[config.mk]
export PLATFORM = sky130hd
export DESIGN_NAME = fuse_read_ctrl
export DESIGN_NICKNAME = d
export VERILOG_FILES = /design/src/rtl/fuse_rd_pkg.sv /design/src/rtl/fuse_array_model.sv /design/src/rtl/fuse_rd_control.sv /design/src/rtl/fuse_rd_datapath.sv /design/src/rtl/fuse_read_ctrl.sv
export SDC_FILE = /design/constraint.sdc
export NUM_CORES = 1
export LEC_CHECK = 0
export BUFFER_PORTS_ARGS = -buffer_cell sky130_fd_sc_hd__buf_2
export CORE_MARGIN = 8
export CORE_UTILIZATION = 40
export DETAILED_ROUTE_END_ITERATION = 12
export PLACE_DENSITY = 0.59
export SLEW_MARGIN = 10
export SYNTH_ARGS = -nofsm -noshare
export SYNTH_HDL_FRONTEND = slang
export SYNTH_SLANG_ARGS = --single-unit
[constraint.sdc]
create_clock -name clk -period 6.5 [get_ports clk]
set_input_delay 0.325 -clock clk [delete_from_list [all_inputs] [get_ports clk]]
set_output_delay 0.325 -clock clk [all_outputs]
set_load 0.01 [all_outputs]
[src/rtl/fuse_rd_pkg.sv]
package fuse_rd_pkg;

  localparam int unsigned OFF_GLB   = 'h00;
  localparam int unsigned OFF_RDATA = 'h04;
  localparam int unsigned OFF_WDATA = 'h08;
  localparam int unsigned OFF_INDEX = 'h0C;
  localparam int unsigned OFF_MODE  = 'h10;
  localparam int unsigned OFF_STAT  = 'h14;
  localparam int unsigned OFF_WTIM  = 'h20;
  localparam int unsigned OFF_RTIM  = 'h24;
  localparam int unsigned OFF_DEB   = 'h28;

  localparam int unsigned MODE_PG_BIT  = 0;
  localparam int unsigned MODE_RD_BIT  = 1;
  localparam int unsigned MODE_CLR_BIT = 2;

  localparam int unsigned ST_PGBUSY_BIT = 0;
  localparam int unsigned ST_RDBUSY_BIT = 1;
  localparam int unsigned ST_STANDBY_BIT = 2;
  localparam int unsigned ST_PROT_BIT   = 3;
  localparam int unsigned ST_DONE_BIT   = 4;

  typedef enum logic [1:0] {
    ST_IDLE = 2'd0,
    ST_READ = 2'd1,
    ST_PROG = 2'd2
  } ctlState_t;

  // requests decoded from the register port
  typedef struct packed {
    logic rdStart;
    logic pgStart;
  } cmd_t;

  // strobes from control to datapath
  typedef struct packed {
    logic captureIdx;
    logic latchData;
    logic setDone;
  } strobe_t;

endpackage

[src/rtl/fuse_array_model.sv]
module fuse_array_model #(
  parameter int unsigned IDX_W = 5,
  parameter int unsigned BLK_W = 16,
  parameter logic [BLK_W-1:0] FUSE_MUL = 16'h0F1D,
  parameter logic [BLK_W-1:0] FUSE_XOR = 16'hA55A
) (
  input  logic [IDX_W-1:0] blkIdx,
  output logic [BLK_W-1:0] blkData
);

  logic [BLK_W-1:0] idxExt;
  logic [BLK_W-1:0] product;

  assign idxExt  = BLK_W'(blkIdx);
  assign product = idxExt * FUSE_MUL;
  assign blkData = product ^ FUSE_XOR;

endmodule

[src/rtl/fuse_rd_control.sv]
module fuse_rd_control
  import fuse_rd_pkg::*;
#(
  parameter int unsigned TIM_W = 16
) (
  input  logic             clk,
  input  logic             rstN,
  input  logic             moduleEn,
  input  cmd_t             cmd,
  input  logic [TIM_W-1:0] rdTiming,
  input  logic [TIM_W-1:0] wrTiming,
  input  logic             protect,
  output strobe_t          strobe,
  output logic             rdBusy,
  output logic             pgBusy,
  output logic             standby
);

  ctlState_t        state;
  logic [TIM_W-1:0] cnt;
  logic             lastCycle;
  logic             acceptRd;
  logic             acceptPg;

  function automatic logic [TIM_W-1:0] loadVal(input logic [TIM_W-1:0] t);
    return (t == '0) ? TIM_W'(1) : t;
  endfunction

  assign standby   = moduleEn && (state == ST_IDLE);
  assign acceptRd  = standby && cmd.rdStart;
  assign acceptPg  = standby && cmd.pgStart && !cmd.rdStart && !protect;
  assign lastCycle = (cnt <= TIM_W'(1));

  always_ff @(posedge clk) begin
    if (!rstN) begin
      state <= ST_IDLE;
      cnt   <= '0;
    end else if (!moduleEn) begin
      state <= ST_IDLE;
      cnt   <= '0;
    end else begin
      case (state)
        ST_IDLE: begin
          if (acceptRd) begin
            state <= ST_READ;
            cnt   <= loadVal(rdTiming);
          end else if (acceptPg) begin
            state <= ST_PROG;
            cnt   <= loadVal(wrTiming);
          end
        end
        ST_READ, ST_PROG: begin
          if (lastCycle) begin
            state <= ST_IDLE;
            cnt   <= '0;
          end else begin
            cnt <= cnt - TIM_W'(1);
          end
        end
        default: begin
          state <= ST_IDLE;
          cnt   <= '0;
        end
      endcase
    end
  end

  always_comb begin
    strobe            = '0;
    strobe.captureIdx = acceptRd;
    strobe.latchData  = moduleEn && (state == ST_READ) && lastCycle;
    strobe.setDone    = moduleEn && (state == ST_READ) && lastCycle;
  end

  assign rdBusy = (state == ST_READ);
  assign pgBusy = (state == ST_PROG);

endmodule

[src/rtl/fuse_rd_datapath.sv]
module fuse_rd_datapath
  import fuse_rd_pkg::*;
#(
  parameter int unsigned ADDR_W = 8,
  parameter int unsigned DATA_W = 32,
  parameter int unsigned IDX_W  = 5,
  parameter int unsigned BLK_W  = 16,
  parameter int unsigned TIM_W  = 16,
  parameter logic [BLK_W-1:0] FUSE_MUL = 16'h0F1D,
  parameter logic [BLK_W-1:0] FUSE_XOR = 16'hA55A
) (
  input  logic              clk,
  input  logic              rstN,
  input  logic              regWrEn,
  input  logic [ADDR_W-1:0] regAddr,
  input  logic [DATA_W-1:0] regWrData,
  output logic [DATA_W-1:0] regRdData,
  input  strobe_t           strobe,
  input  logic              rdBusy,
  input  logic              pgBusy,
  input  logic              standby,
  output cmd_t              cmd,
  output logic [TIM_W-1:0]  rdTiming,
  output logic [TIM_W-1:0]  wrTiming,
  output logic              protect,
  output logic              doneFlag,
  output logic [BLK_W-1:0]  rdData
);

  logic [DATA_W-1:0] wrDataReg;
  logic [DATA_W-1:0] debReg;
  logic [IDX_W-1:0]  idxReg;
  logic [IDX_W-1:0]  curIdx;
  logic [BLK_W-1:0]  fuseWord;
  logic [DATA_W-1:0] statusWord;

  logic wrGlb, wrWdata, wrIdx, wrMode, wrWtim, wrRtim, wrDeb;

  assign wrGlb   = regWrEn && (regAddr == ADDR_W'(OFF_GLB));
  assign wrWdata = regWrEn && (regAddr == ADDR_W'(OFF_WDATA));
  assign wrIdx   = regWrEn && (regAddr == ADDR_W'(OFF_INDEX));
  assign wrMode  = regWrEn && (regAddr == ADDR_W'(OFF_MODE));
  assign wrWtim  = regWrEn && (regAddr == ADDR_W'(OFF_WTIM));
  assign wrRtim  = regWrEn && (regAddr == ADDR_W'(OFF_RTIM));
  assign wrDeb   = regWrEn && (regAddr == ADDR_W'(OFF_DEB));

  always_comb begin
    cmd         = '0;
    cmd.rdStart = wrMode && regWrData[MODE_RD_BIT];
    cmd.pgStart = wrMode && regWrData[MODE_PG_BIT];
  end

  fuse_array_model #(
    .IDX_W   (IDX_W),
    .BLK_W   (BLK_W),
    .FUSE_MUL(FUSE_MUL),
    .FUSE_XOR(FUSE_XOR)
  ) uFuse (
    .blkIdx (curIdx),
    .blkData(fuseWord)
  );

  // configuration storage
  always_ff @(posedge clk) begin
    if (!rstN) begin
      protect   <= 1'b0;
      wrDataReg <= '0;
      idxReg    <= '0;
      wrTiming  <= '0;
      rdTiming  <= '0;
      debReg    <= '0;
    end else begin
      if (wrGlb)   protect   <= regWrData[0];
      if (wrWdata) wrDataReg <= regWrData;
      if (wrIdx)   idxReg    <= regWrData[IDX_W-1:0];
      if (wrWtim)  wrTiming  <= regWrData[TIM_W-1:0];
      if (wrRtim)  rdTiming  <= regWrData[TIM_W-1:0];
      if (wrDeb)   debReg    <= regWrData;
    end
  end

  // read path state
  always_ff @(posedge clk) begin
    if (!rstN) begin
      curIdx   <= '0;
      rdData   <= '0;
      doneFlag <= 1'b0;
    end else begin
      if (strobe.captureIdx) curIdx <= idxReg;
      if (strobe.latchData)  rdData <= fuseWord;
      if (strobe.setDone)
        doneFlag <= 1'b1;
      else if (wrMode && regWrData[MODE_CLR_BIT])
        doneFlag <= 1'b0;
    end
  end

  always_comb begin
    statusWord                 = '0;
    statusWord[ST_PGBUSY_BIT]  = pgBusy;
    statusWord[ST_RDBUSY_BIT]  = rdBusy;
    statusWord[ST_STANDBY_BIT] = standby;
    statusWord[ST_PROT_BIT]    = protect;
    statusWord[ST_DONE_BIT]    = doneFlag;
  end

  always_comb begin
    case (regAddr)
      ADDR_W'(OFF_GLB):   regRdData = DATA_W'(protect);
      ADDR_W'(OFF_RDATA): regRdData = DATA_W'(rdData);
      ADDR_W'(OFF_WDATA): regRdData = wrDataReg;
      ADDR_W'(OFF_INDEX): regRdData = DATA_W'(idxReg);
      ADDR_W'(OFF_STAT):  regRdData = statusWord;
      ADDR_W'(OFF_WTIM):  regRdData = DATA_W'(wrTiming);
      ADDR_W'(OFF_RTIM):  regRdData = DATA_W'(rdTiming);
      ADDR_W'(OFF_DEB):   regRdData = debReg;
      default:            regRdData = '0;
    endcase
  end

endmodule

[src/rtl/fuse_read_ctrl.sv]
module fuse_read_ctrl
  import fuse_rd_pkg::*;
#(
  parameter int unsigned ADDR_W = 8,
  parameter int unsigned DATA_W = 32,
  parameter int unsigned IDX_W  = 5,
  parameter int unsigned BLK_W  = 16,
  parameter int unsigned TIM_W  = 16,
  parameter logic [BLK_W-1:0] FUSE_MUL = 16'h0F1D,
  parameter logic [BLK_W-1:0] FUSE_XOR = 16'hA55A
) (
  input  logic              clk,
  input  logic              rstN,
  input  logic              moduleEn,
  input  logic              regWrEn,
  input  logic [ADDR_W-1:0] regAddr,
  input  logic [DATA_W-1:0] regWrData,
  output logic [DATA_W-1:0] regRdData
);

  cmd_t             cmd;
  strobe_t          strobe;
  logic [TIM_W-1:0] rdTiming;
  logic [TIM_W-1:0] wrTiming;
  logic             protect;
  logic             rdBusy;
  logic             pgBusy;
  logic             standby;
  logic             doneFlag;
  logic [BLK_W-1:0] rdData;

  fuse_rd_control #(.TIM_W(TIM_W)) uCtl (
    .clk     (clk),
    .rstN    (rstN),
    .moduleEn(moduleEn),
    .cmd     (cmd),
    .rdTiming(rdTiming),
    .wrTiming(wrTiming),
    .protect (protect),
    .strobe  (strobe),
    .rdBusy  (rdBusy),
    .pgBusy  (pgBusy),
    .standby (standby)
  );

  fuse_rd_datapath #(
    .ADDR_W  (ADDR_W),
    .DATA_W  (DATA_W),
    .IDX_W   (IDX_W),
    .BLK_W   (BLK_W),
    .TIM_W   (TIM_W),
    .FUSE_MUL(FUSE_MUL),
    .FUSE_XOR(FUSE_XOR)
  ) uDp (
    .clk      (clk),
    .rstN     (rstN),
    .regWrEn  (regWrEn),
    .regAddr  (regAddr),
    .regWrData(regWrData),
    .regRdData(regRdData),
    .strobe   (strobe),
    .rdBusy   (rdBusy),
    .pgBusy   (pgBusy),
    .standby  (standby),
    .cmd      (cmd),
    .rdTiming (rdTiming),
    .wrTiming (wrTiming),
    .protect  (protect),
    .doneFlag (doneFlag),
    .rdData   (rdData)
  );

endmodule

==> metrics.txt, run 1 <==
measured slew at the worst slew-check pin roughly 1100 ps; Net Switching 0.435 mW; Overall Global Routing Usage between 10% and 20%; CP Data Arrival Time between 3000 and 4000 ps; worst hold path class input port to flop; placed insts between 1k and 1.5k; synth warn 0; post-synth cell types between 50 and 60; post-CTS sizing 0; # IOs 76; final setup fails 0; dpl hpwl 15500 um; port bufs 75; initial antenna violation count 0; sequential-to-total area share from yosys stat 37.0%; DR pass1 iterations 5; grt ovf 0; width of the die between 150 and 200 um; Cell Area, Placed 8180 sq um; Power Dens Cells ~230 nW/um^2; total CTS buffers 17; end of the critical path uDp.rdData[13]$_SDFFE_PN0P_; most common cell in the netlist nand2_1; via count 6895; ys flop type dfxtp_1; Tot Pwr approximately 2.1 mW; Combinational Power Share ~3.1%; sequential share of power between 40% and 50%; final worst path period share between 50% and 60%; WL/cell roughly 19 um; H-tree depth 4; Worst VDD drop roughly 180 uV; worst hold margin roughly 140 ps; row count 50; clock-pin slew of the registers on the worst-case setup and hold paths 70 ps; area leader, netlist dfxtp_1; Synth Register Bits 142; post-route cell area 8850 sq um; Vias/cell 5.76; R2R Path End uDp.rdData[13]$_SDFFE_PN0P_; max-slew violation count 0; root buf cell clkbuf_16; post-CTS setup buffer count 0; Clk pwr share 54.5%; DRT antenna net count 0; Total Routed Length 22600 um; Mapped Avg Cell Area between 8 and 9 sq um; die footprint around 24000 sq um; Synth top cells by count 222 x nand2_1, 142 x dfxtp_1, 92 x a21boi_0; first-iteration detailed-routing DRC count a little over 600; crit path max fanout 8; share of layout cells above drive strength 1 13.2%; vias in the first global route approximately 6.8k; Post-route DRC 0; cell-internal power roughly 1.6 mW; Syn Nets 998; Bufs on Longest Clock Path 2; critical path launch point uDp.curIdx[2]$_SDFFE_PN0P_; Worst Slack Setup Final ~3200 ps; clock sinks ~140; sw frac 21.2%; unrepaired setup endpoints after global routing false; slew margin rel. 25.6%; hold buffers post-CTS 0; worst path required time between 6000 and 7000 ps; fillers 1880; run status finished clean; Worst-Skew Late Latency around 430 ps; Nets roughly 1.0k; chip height about 150 um; worst path cell trace fa_1 -> ha_1 -> fa_1 -> ha_1 -> a21oi_1 -> nor3b_1 -> a211oi_1 -> a211oi_1 -> xnor2_1 -> a21oi_1; fmax about 0.3 GHz; Fin. Hold Viols 0; share of the synthesized area in the top cell type 37.0%; register-to-register path setup slack 3160 ps; CORE AREA around 19000 sq um; Initial Utilization about two fifths; max_cap viols 0; r2r startpoint uDp.curIdx[2]$_SDFFE_PN0P_; pre-CTS setup slack about 3200 ps; crit end category flop; max incr delay on CP 520 ps; minimum clock period between 3000 and 4000 ps; setup_tns 0 ps; CTS tree yes; Async S/R FF share, synth 0%; Fin Clk Skew 15.8 ps; Synth Cell Area 7690 sq um; Synth Instances just over 900; largest net degree at the start of global routing 130; Post-synth EDFFs 0; GPL Wtd Cong 0.823; diode count 0; final core occ between 40% and 50%; CP startpoint kind flop; top cells by area, synth dfxtp_1 37%, nand2_1 11%, a21boi_0 9.0%; Synth-to-Final Area Change 15.1%; CP max-delay cell fa_1; first-pass GRT wire length ~37000 um; kind of critical path flop to flop; r2r worst-path depth 10; Static Leak about 3.5 nW; fin cells about 1.2k
## cell type report
cell class                 instances  area (sq um)  share of cell area [%]
multi-input combinational        684          4520                    51.1
sequential                       142          2840                    32.1
timing repair buffer              83           438                    4.95
clock buffer                      19           433                    4.89
tap                              234           293                    3.31
clock inverter                    13           238                    2.69
inverter                          23          86.3                   0.976
## metal layers
layer	vias to the layer above	GRT usage (%)	wire length (um)
met1	3289	25.5	10400
met4	0	6.39	360
met5	-	0	0
met3	24	4.90	1670
met2	251	30.0	10200
li1	3331	-	-
## power by group through the flow
| stage | clock network (mW) | registers [mW] | logic (mW) |
|---|---|---|---|
| global route | 1.17 | 0.871 | 0.0685 |
| CTS | 1.14 | 0.872 | 0.0629 |
| finish | 1.12 | 0.872 | 0.0630 |
| global placement | 0 | 0.891 | 0.0633 |
| floorplan | 0 | 0.891 | 0.0306 |
| detailed placement | 0 | 0.891 | 0.0627 |
## kinds of logic (layout without fill, tap and decap cells)
| kind of cell | count (synthesis) | in the layout | synth area share, % |
|---|---|---|---|
| buffers and inverters | 81 | 138 | 4.38 |
| and+or+nand+nor | 351 | 351 | 20.8 |
| xor gates and xnor gates | 17 | 17 | 1.94 |
| AOI/OAI and AO/OA | 247 | 247 | 24.5 |
| DFF | 142 | 142 | 37.0 |
| muxes | 22 | 22 | 2.88 |
| adders and majority gates | 47 | 47 | 8.53 |
## layout by cell type, fill, tap and decap left out, drive strengths merged, types with 5 or more instances in the layout
master / Yosys / final
clkbuf: 42 / 19
o2bb2ai: 5 / 5
xor2: 9 / 9
xnor2: 8 / 8
nor2: 24 / 24
dfxtp: 142 / 142
and2: 5 / 5
buf: 16 / 83
ha: 38 / 38
nand2: 222 / 222
a21boi: 99 / 99
nand4: 5 / 5
nor4: 14 / 14
a22o: 18 / 18
mux2i: 21 / 21
bufinv: 0 / 6
inv: 23 / 24
fa: 9 / 9
a22oi: 21 / 21
a222oi: 18 / 18
nor3: 15 / 15
nand3: 31 / 31
o211a: 5 / 5
a21oi: 16 / 16
a221oi: 6 / 6
o21ai: 23 / 23
nor2b: 18 / 18
## flip-flops by register name (all words and copies together), names as in the netlist, 5 cells and up
name	count
uDp.rdTiming	16
uDp.wrDataReg	32
uDp.idxReg	5
uCtl.cnt	16
uDp.rdData	16
uDp.curIdx	5
uDp.wrTiming	16
uDp.debReg	32
## worst max-delay path, delay by kind of cell (launching register included)
kind / cells / cell delay, ps
AOI/OAI and AO/OA: 4 / 710
and+or+nand+nor: 1 / 350
xor gates and xnor gates: 1 / 160
adders and majority gates: 4 / 1580
DFF: 1 / 420
## how the worst min path moves through the flow
stage / from / to / slack, ps / cells after the start
after CTS: regWrData[26] / uDp.wrDataReg[26]$_SDFFE_PN0P_ / 130 / 3
final: regWrData[26] / uDp.wrDataReg[26]$_SDFFE_PN0P_ / 140 / 3
after detailed placement: uDp.wrDataReg[25]$_SDFFE_PN0P_ / uDp.wrDataReg[25]$_SDFFE_PN0P_ / 450 / 2
after floorplan: uDp.wrDataReg[24]$_SDFFE_PN0P_ / uDp.wrDataReg[24]$_SDFFE_PN0P_ / 440 / 2
after global placement: uDp.wrDataReg[26]$_SDFFE_PN0P_ / uDp.wrDataReg[26]$_SDFFE_PN0P_ / 440 / 2
after global routing: regWrData[26] / uDp.wrDataReg[26]$_SDFFE_PN0P_ / 150 / 3
(Power assumes the default switching activity.)
==> run 2: changes to the inputs <==
==> constraint.sdc (replaced) <==
create_clock -name clk -period 3.2 [get_ports clk]
set_input_delay 0.16 -clock clk [delete_from_list [all_inputs] [get_ports clk]]
set_output_delay 0.16 -clock clk [all_outputs]
set_load 0.01 [all_outputs]
==> metrics.txt, run 2 (synthesis gave the netlist of run 1 again) <==
run status finished clean; CTS tree yes; width of the die 155 um (unchanged); r2r startpoint uDp.curIdx[2]$_SDFFE_PN0P_; hold endpoint uDp.debReg[28]$_SDFFE_PN0P_; register-to-register path setup slack 160 ps (-3000 ps); chip height 155 um (unchanged); diode count 0 (unchanged); commonest non-fill, non-tap cell in the layout nand2_1; WL/cell 18.5 um (-2.0%); most used cell, CP ha_1; Bufs on Longest Clock Path 2 (unchanged); Top Registers uDp.debReg: 32 flops, uDp.wrDataReg: 32 flops; placed insts 1187 (+1.8%); Fin Clk Skew 11.3 ps (-4.52 ps); row count 50 (unchanged); pre-CTS setup slack 71.9 ps (-3110 ps); total CTS buffers 17 (unchanged); fmax 0.329 GHz (+10%); max incr delay on CP 620 ps (+100 ps); CP startpoint kind flop; GPL Wtd Cong 0.853 (+3.6%); max_cap viols 0 (unchanged); origin of the worst min-delay path regWrData[28]; kind of critical path flop to flop; # IOs 76 (unchanged); worst path required time 3470 ps (-3340 ps); die footprint 23900 sq um (unchanged); hold depth 3 (unchanged); first-pass GRT wire length 36700 um (-0.69%); initial antenna violation count 0 (unchanged); final core occ 48.7% (+1.6 points); R2R Path End uDp.rdData[15]$_SDFFE_PN0P_; Nets 1077 (+3.4%); Initial Utilization 41.0% (unchanged); r2r worst-path depth 8 (-2); fillers 1818 (-3.3%); Vias/cell 5.64 (-2.1%); root buf cell clkbuf_16; Static Leak 3.66 nW (+4.4%); Total Routed Length 22800 um (+0.80%); CP Data Arrival Time 3300 ps (-350 ps); setup_tns 0 ps (unchanged); worst path cell trace fa_2 -> fa_1 -> ha_1 -> ha_1 -> or4_1 -> o21ai_0 -> xnor2_1 -> a21oi_1; measured slew at the worst slew-check pin 842 ps (-275 ps); grt ovf 0 (unchanged); share of layout cells above drive strength 1 15.6% (+2.5 points); Worst VDD drop 382 uV (+110%); H-tree depth 4 (unchanged); final setup fails 0 (unchanged); port bufs 75 (unchanged); via count 6944 (+0.71%); Overall Global Routing Usage 19.1% (-0.14 points); max-slew violation count 0 (unchanged); Synth-to-Final Area Change 18.9%; DRT antenna net count 0 (unchanged); vias in the first global route 6758 (+0.10%); Worst Slack Setup Final 165 ps (-3000 ps); Worst-Skew Late Latency 430 ps (about the same); crit end category flop; Fin. Hold Viols 0 (unchanged); minimum clock period 3040 ps (-303 ps); Power Dens Cells 440 nW/um^2 (+90%); unrepaired setup endpoints after global routing false; worst hold path class input port to flop; final worst path period share 94.8% (+43 points); DR pass1 iterations 5 (unchanged); clock sinks 142 (unchanged); commonest non-fill, non-tap cells in the layout 222 x nand2_1, 139 x dfxtp_1, 92 x a21boi_0; first-iteration detailed-routing DRC count 453 (-26%); Post-route DRC 0 (unchanged); CP max-delay cell fa_2; largest net degree at the start of global routing 84 (-35%); clock-pin slew of the registers on the worst-case setup and hold paths 60 ps (about the same); dpl hpwl 16000 um (+3.2%); crit path max fanout 6 (-2); slew margin rel. 43.6% (+18 points); fin cells 1232 (+2.8%); CORE AREA 18800 sq um (unchanged)
## run 2: worst max path at each step
| stage | startpoint | cells after the start | slack, ps | endpoint |
|---|---|---|---|---|
| final | uDp.curIdx[2]$_SDFFE_PN0P_ | 8 | 160 | uDp.rdData[15]$_SDFFE_PN0P_ |
| after global routing | uDp.curIdx[2]$_SDFFE_PN0P_ | 12 | 20 | uDp.rdData[14]$_SDFFE_PN0P_ |
| after CTS | uDp.curIdx[2]$_SDFFE_PN0P_ | 12 | 20 | uDp.rdData[14]$_SDFFE_PN0P_ |
| after detailed placement | uDp.curIdx[2]$_SDFFE_PN0P_ | 10 | 70 | uDp.rdData[13]$_SDFFE_PN0P_ |
| after global placement | uDp.curIdx[2]$_SDFFE_PN0P_ | 10 | 90 | uDp.rdData[13]$_SDFFE_PN0P_ |
| after floorplan | uDp.curIdx[2]$_SDFFE_PN0P_ | 10 | 140 | uDp.rdData[13]$_SDFFE_PN0P_ |
## run 2: per-stage QoR
step                area, sq um  hold slack, ps  power, mW
floorplan                  7690             295       1.87
detailed placement         8340             421       1.94
global placement           8340             418       1.94
finish                     9140            8.45       4.02
global route               9140            20.6       4.13
CTS                        9100           0.282       4.06
## run 2: final cells by class
| type | count | area [sq um] | share of cell area, % |
|---|---|---|---|
| Sequential cell | 142 | 2850 | 31.2 |
| Clock buffer | 18 | 439 | 4.80 |
| Timing Repair Buffer | 118 | 736 | 8.05 |
| Clock inverter | 13 | 190 | 2.08 |
| Tap cell | 234 | 293 | 3.20 |
| Multi-Input combinational cell | 684 | 4550 | 49.8 |
| Inverter | 23 | 86.3 | 0.944 |
## run 2: what timing repair did
action / CTS / global route
resized for setup: 0 / 11
hold buffers: 14 / 0
hold endpoints to repair: 26 / 0
setup buffers: 0 / 0
setup endpoints to repair: 0 / 7
## run 2: routing by layer
layer	track usage [%]	routed length, um	vias to the layer above
met1	25.2	10700	3310
met5	0	0	-
met3	4.35	1430	26
met4	6.86	336	0
li1	-	-	3398
met2	30.2	10300	210
## run 2: worst max-delay path, delay by kind of cell, from the launching register on
kind	cells	cell delay, ps
xor+xnor	1	140
simple gates	1	510
fa+ha+maj	4	1560
flops	1	370
compound gates	2	300
## run 2: where the power goes
part	internal [mW]	total, mW	leakage (nW)	switching [mW]
Sequential	1.77	1.77	1.14	0.00143
Clock	1.32	2.11	0.295	0.784
Combinational	0.0609	0.143	2.22	0.0821
==> run 3: changes to the inputs <==
--- a/config.mk
+++ b/config.mk
@@ -10,6 +10,7 @@
 export CORE_UTILIZATION = 40
 export DETAILED_ROUTE_END_ITERATION = 12
 export PLACE_DENSITY = 0.59
+export REMOVE_ABC_BUFFERS = 1
 export SLEW_MARGIN = 10
 export SYNTH_ARGS = -nofsm -noshare
 export SYNTH_HDL_FRONTEND = slang
==> metrics.txt, run 3 (synthesis gave the netlist of run 1 again) <==
run status finished clean; crit end category flop; row count 50 (unchanged); via count 6989 (+0.65%); CTS tree yes; grt ovf 0 (unchanged); CP startpoint kind flop; area of the multi-input gates 4540 sq um (-0.19%); Worst-Skew Late Latency 430 ps (about the same); CP Data Arrival Time 3400 ps (+100 ps); Cell Area, Placed 8370 sq um (+0.42%); Post-route DRC 0 (unchanged); max_cap viols 0 (unchanged); Initial Utilization 41.0% (unchanged); port bufs 75 (unchanged); Power Dens Cells 426 nW/um^2 (-3.2%); slew margin rel. 45.0% (+1.4 points); largest net degree at the start of global routing 106 (+26%); most used cell, CP ha_1; WL/cell 18.6 um (+0.56%); clock sinks 142 (unchanged); Nets 1081 (+0.37%); worst path cell trace fa_1 -> ha_1 -> ha_1 -> ha_1 -> o21ai_0 -> o211ai_1 -> a21o_1 -> xor2_1 -> nand2_1 -> o211a_1; fmax 0.325 GHz (-1.3%); unrepaired setup endpoints after global routing true; Bufs on Longest Clock Path 2 (unchanged); GPL Wtd Cong 0.846 (-0.75%); clock-pin slew of the registers on the worst-case setup and hold paths 70 ps (about the same); pre-CTS setup slack 58.6 ps (-13.3 ps); Worst VDD drop 344 uV (-10%); kind of critical path flop to flop; max-slew violation count 0 (unchanged); DRT antenna net count 0 (unchanged); vias in the first global route 6773 (+0.22%); Worst Slack Setup Final 126 ps (-39.4 ps); CP bufs+invs 0 (unchanged); measured slew at the worst slew-check pin 820 ps (-21.5 ps); crit path max fanout 6 (unchanged); worst path required time 3530 ps (+60 ps); share of layout cells above drive strength 1 15.4% (-0.28 points); CORE AREA 18800 sq um (unchanged); final setup fails 0 (unchanged); die footprint 23900 sq um (unchanged); max incr delay on CP 650 ps (+30 ps); total CTS buffers 17 (unchanged); root buf cell clkbuf_16; width of the die 155 um (unchanged); dpl hpwl 16100 um (+0.66%); Top Registers uDp.debReg: 32 flops, uDp.wrDataReg: 32 flops; initial antenna violation count 0 (unchanged); DR pass1 iterations 5 (unchanged); Fin Clk Skew 11.7 ps (+0.357 ps); first-iteration detailed-routing DRC count 647 (+43%); commonest non-fill, non-tap cells in the layout 222 x nand2_1, 139 x dfxtp_1, 92 x a21boi_0; CP max-delay cell fa_1; Synth-to-Final Area Change 19.2%; minimum clock period 3070 ps (+39.4 ps); Overall Global Routing Usage 19.4% (+0.24 points); worst hold path class input port to flop; diode count 0 (unchanged); # IOs 76 (unchanged); Static Leak 3.68 nW (+0.58%); H-tree depth 4 (unchanged); post-route cell area 9170 sq um (+0.25%); Fin. Hold Viols 0 (unchanged); chip height 155 um (unchanged); area taken by flip-flops and latches 2850 sq um (about the same); Vias/cell 5.65 (+0.24%); top cell family by delay on the critical path adder cells; first-pass GRT wire length 36900 um (+0.68%); commonest non-fill, non-tap cell in the layout nand2_1; fillers 1831 (+0.72%); final worst path period share 96.1% (+1.2 points); Total Routed Length 23000 um (+0.97%)
[run 3: cell count changes in the layout (fill, tap and decap cells not counted), sizes merged]
cell         delta
clkinv          +1
inv             +4
clkinvlp        -2
bufinv          -2
dlygate4sd3     +4
[run 3: path summary, 6_finish.rpt]
path | startpoint | to | slack [ps] | cells past startpoint
setup / recovery | uDp.curIdx[2]$_SDFFE_PN0P_ | uDp.rdData[10]$_SDFFE_PN0P_ | 130 | 10
hold / removal | regWrData[15] | uDp.wrDataReg[15]$_SDFFE_PN0P_ | 10 | 3
setup reg to reg | uDp.curIdx[2]$_SDFFE_PN0P_ | uDp.rdData[10]$_SDFFE_PN0P_ | 130 | 10
hold reg to reg | uDp.wrDataReg[25]$_SDFFE_PN0P_ | uDp.wrDataReg[25]$_SDFFE_PN0P_ | 460 | 2
[run 3: power by group]
group | internal (mW) | leakage (nW) | switching (mW)
logic | 0.0649 | 2.25 | 0.0827
registers | 1.77 | 1.14 | 0.00140
clock network | 1.16 | 0.282 | 0.823
[run 3: layout make-up]
type / count / area share [%]
clock inverters: 14 / 1.73
repair buffers: 122 / 8.85
inverters: 23 / 0.942
clock buffers: 18 / 4.68
well taps: 234 / 3.19
multi-input cells: 684 / 49.5
flip-flops and latches: 142 / 31.1
[run 3: per-layer routing]
| metal | GRT usage (%) | vias up | share of wire, % |
|---|---|---|---|
| met4 | 6.58 | 0 | 1.8 |
| li1 | - | 3421 | - |
| met1 | 25.5 | 3324 | 47 |
| met2 | 29.5 | 216 | 44 |
| met5 | 0 | - | 0 |
| met3 | 6.02 | 28 | 7.4 |
[run 3: worst register-to-register path: cells and delay by family, from the launching register on]
kind / cells / cell delay, ps
compound gates: 4 / 840
xor+xnor: 1 / 160
simple gates: 1 / 70
flops: 1 / 360
fa+ha+maj: 4 / 1570
[run 3: metrics by stage]
| step | hold slack, ps | power [mW] | setup TNS, ps | std cells | util (%) |
|---|---|---|---|---|---|
| floorplan | 288 | 1.85 | 0 | 849 | - |
| global placement | 425 | 1.94 | 0 | 1187 | 44.6 |
| detailed placement | 426 | 1.94 | 0 | 1187 | 44.6 |
| CTS | 3.41 | 3.94 | 0 | 1237 | 48.7 |
| global route | 13.4 | 4.03 | -4.99 | 1237 | 48.8 |
| finish | 14.7 | 3.90 | 0 | 1237 | 48.8 |
[run 3: timing repair]
action,in CTS,in global routing
endpoints found under the hold margin,34,0
hold buffers,18,0
resized for setup,0,7
setup buffers,0,0
endpoints found under the setup margin,0,7
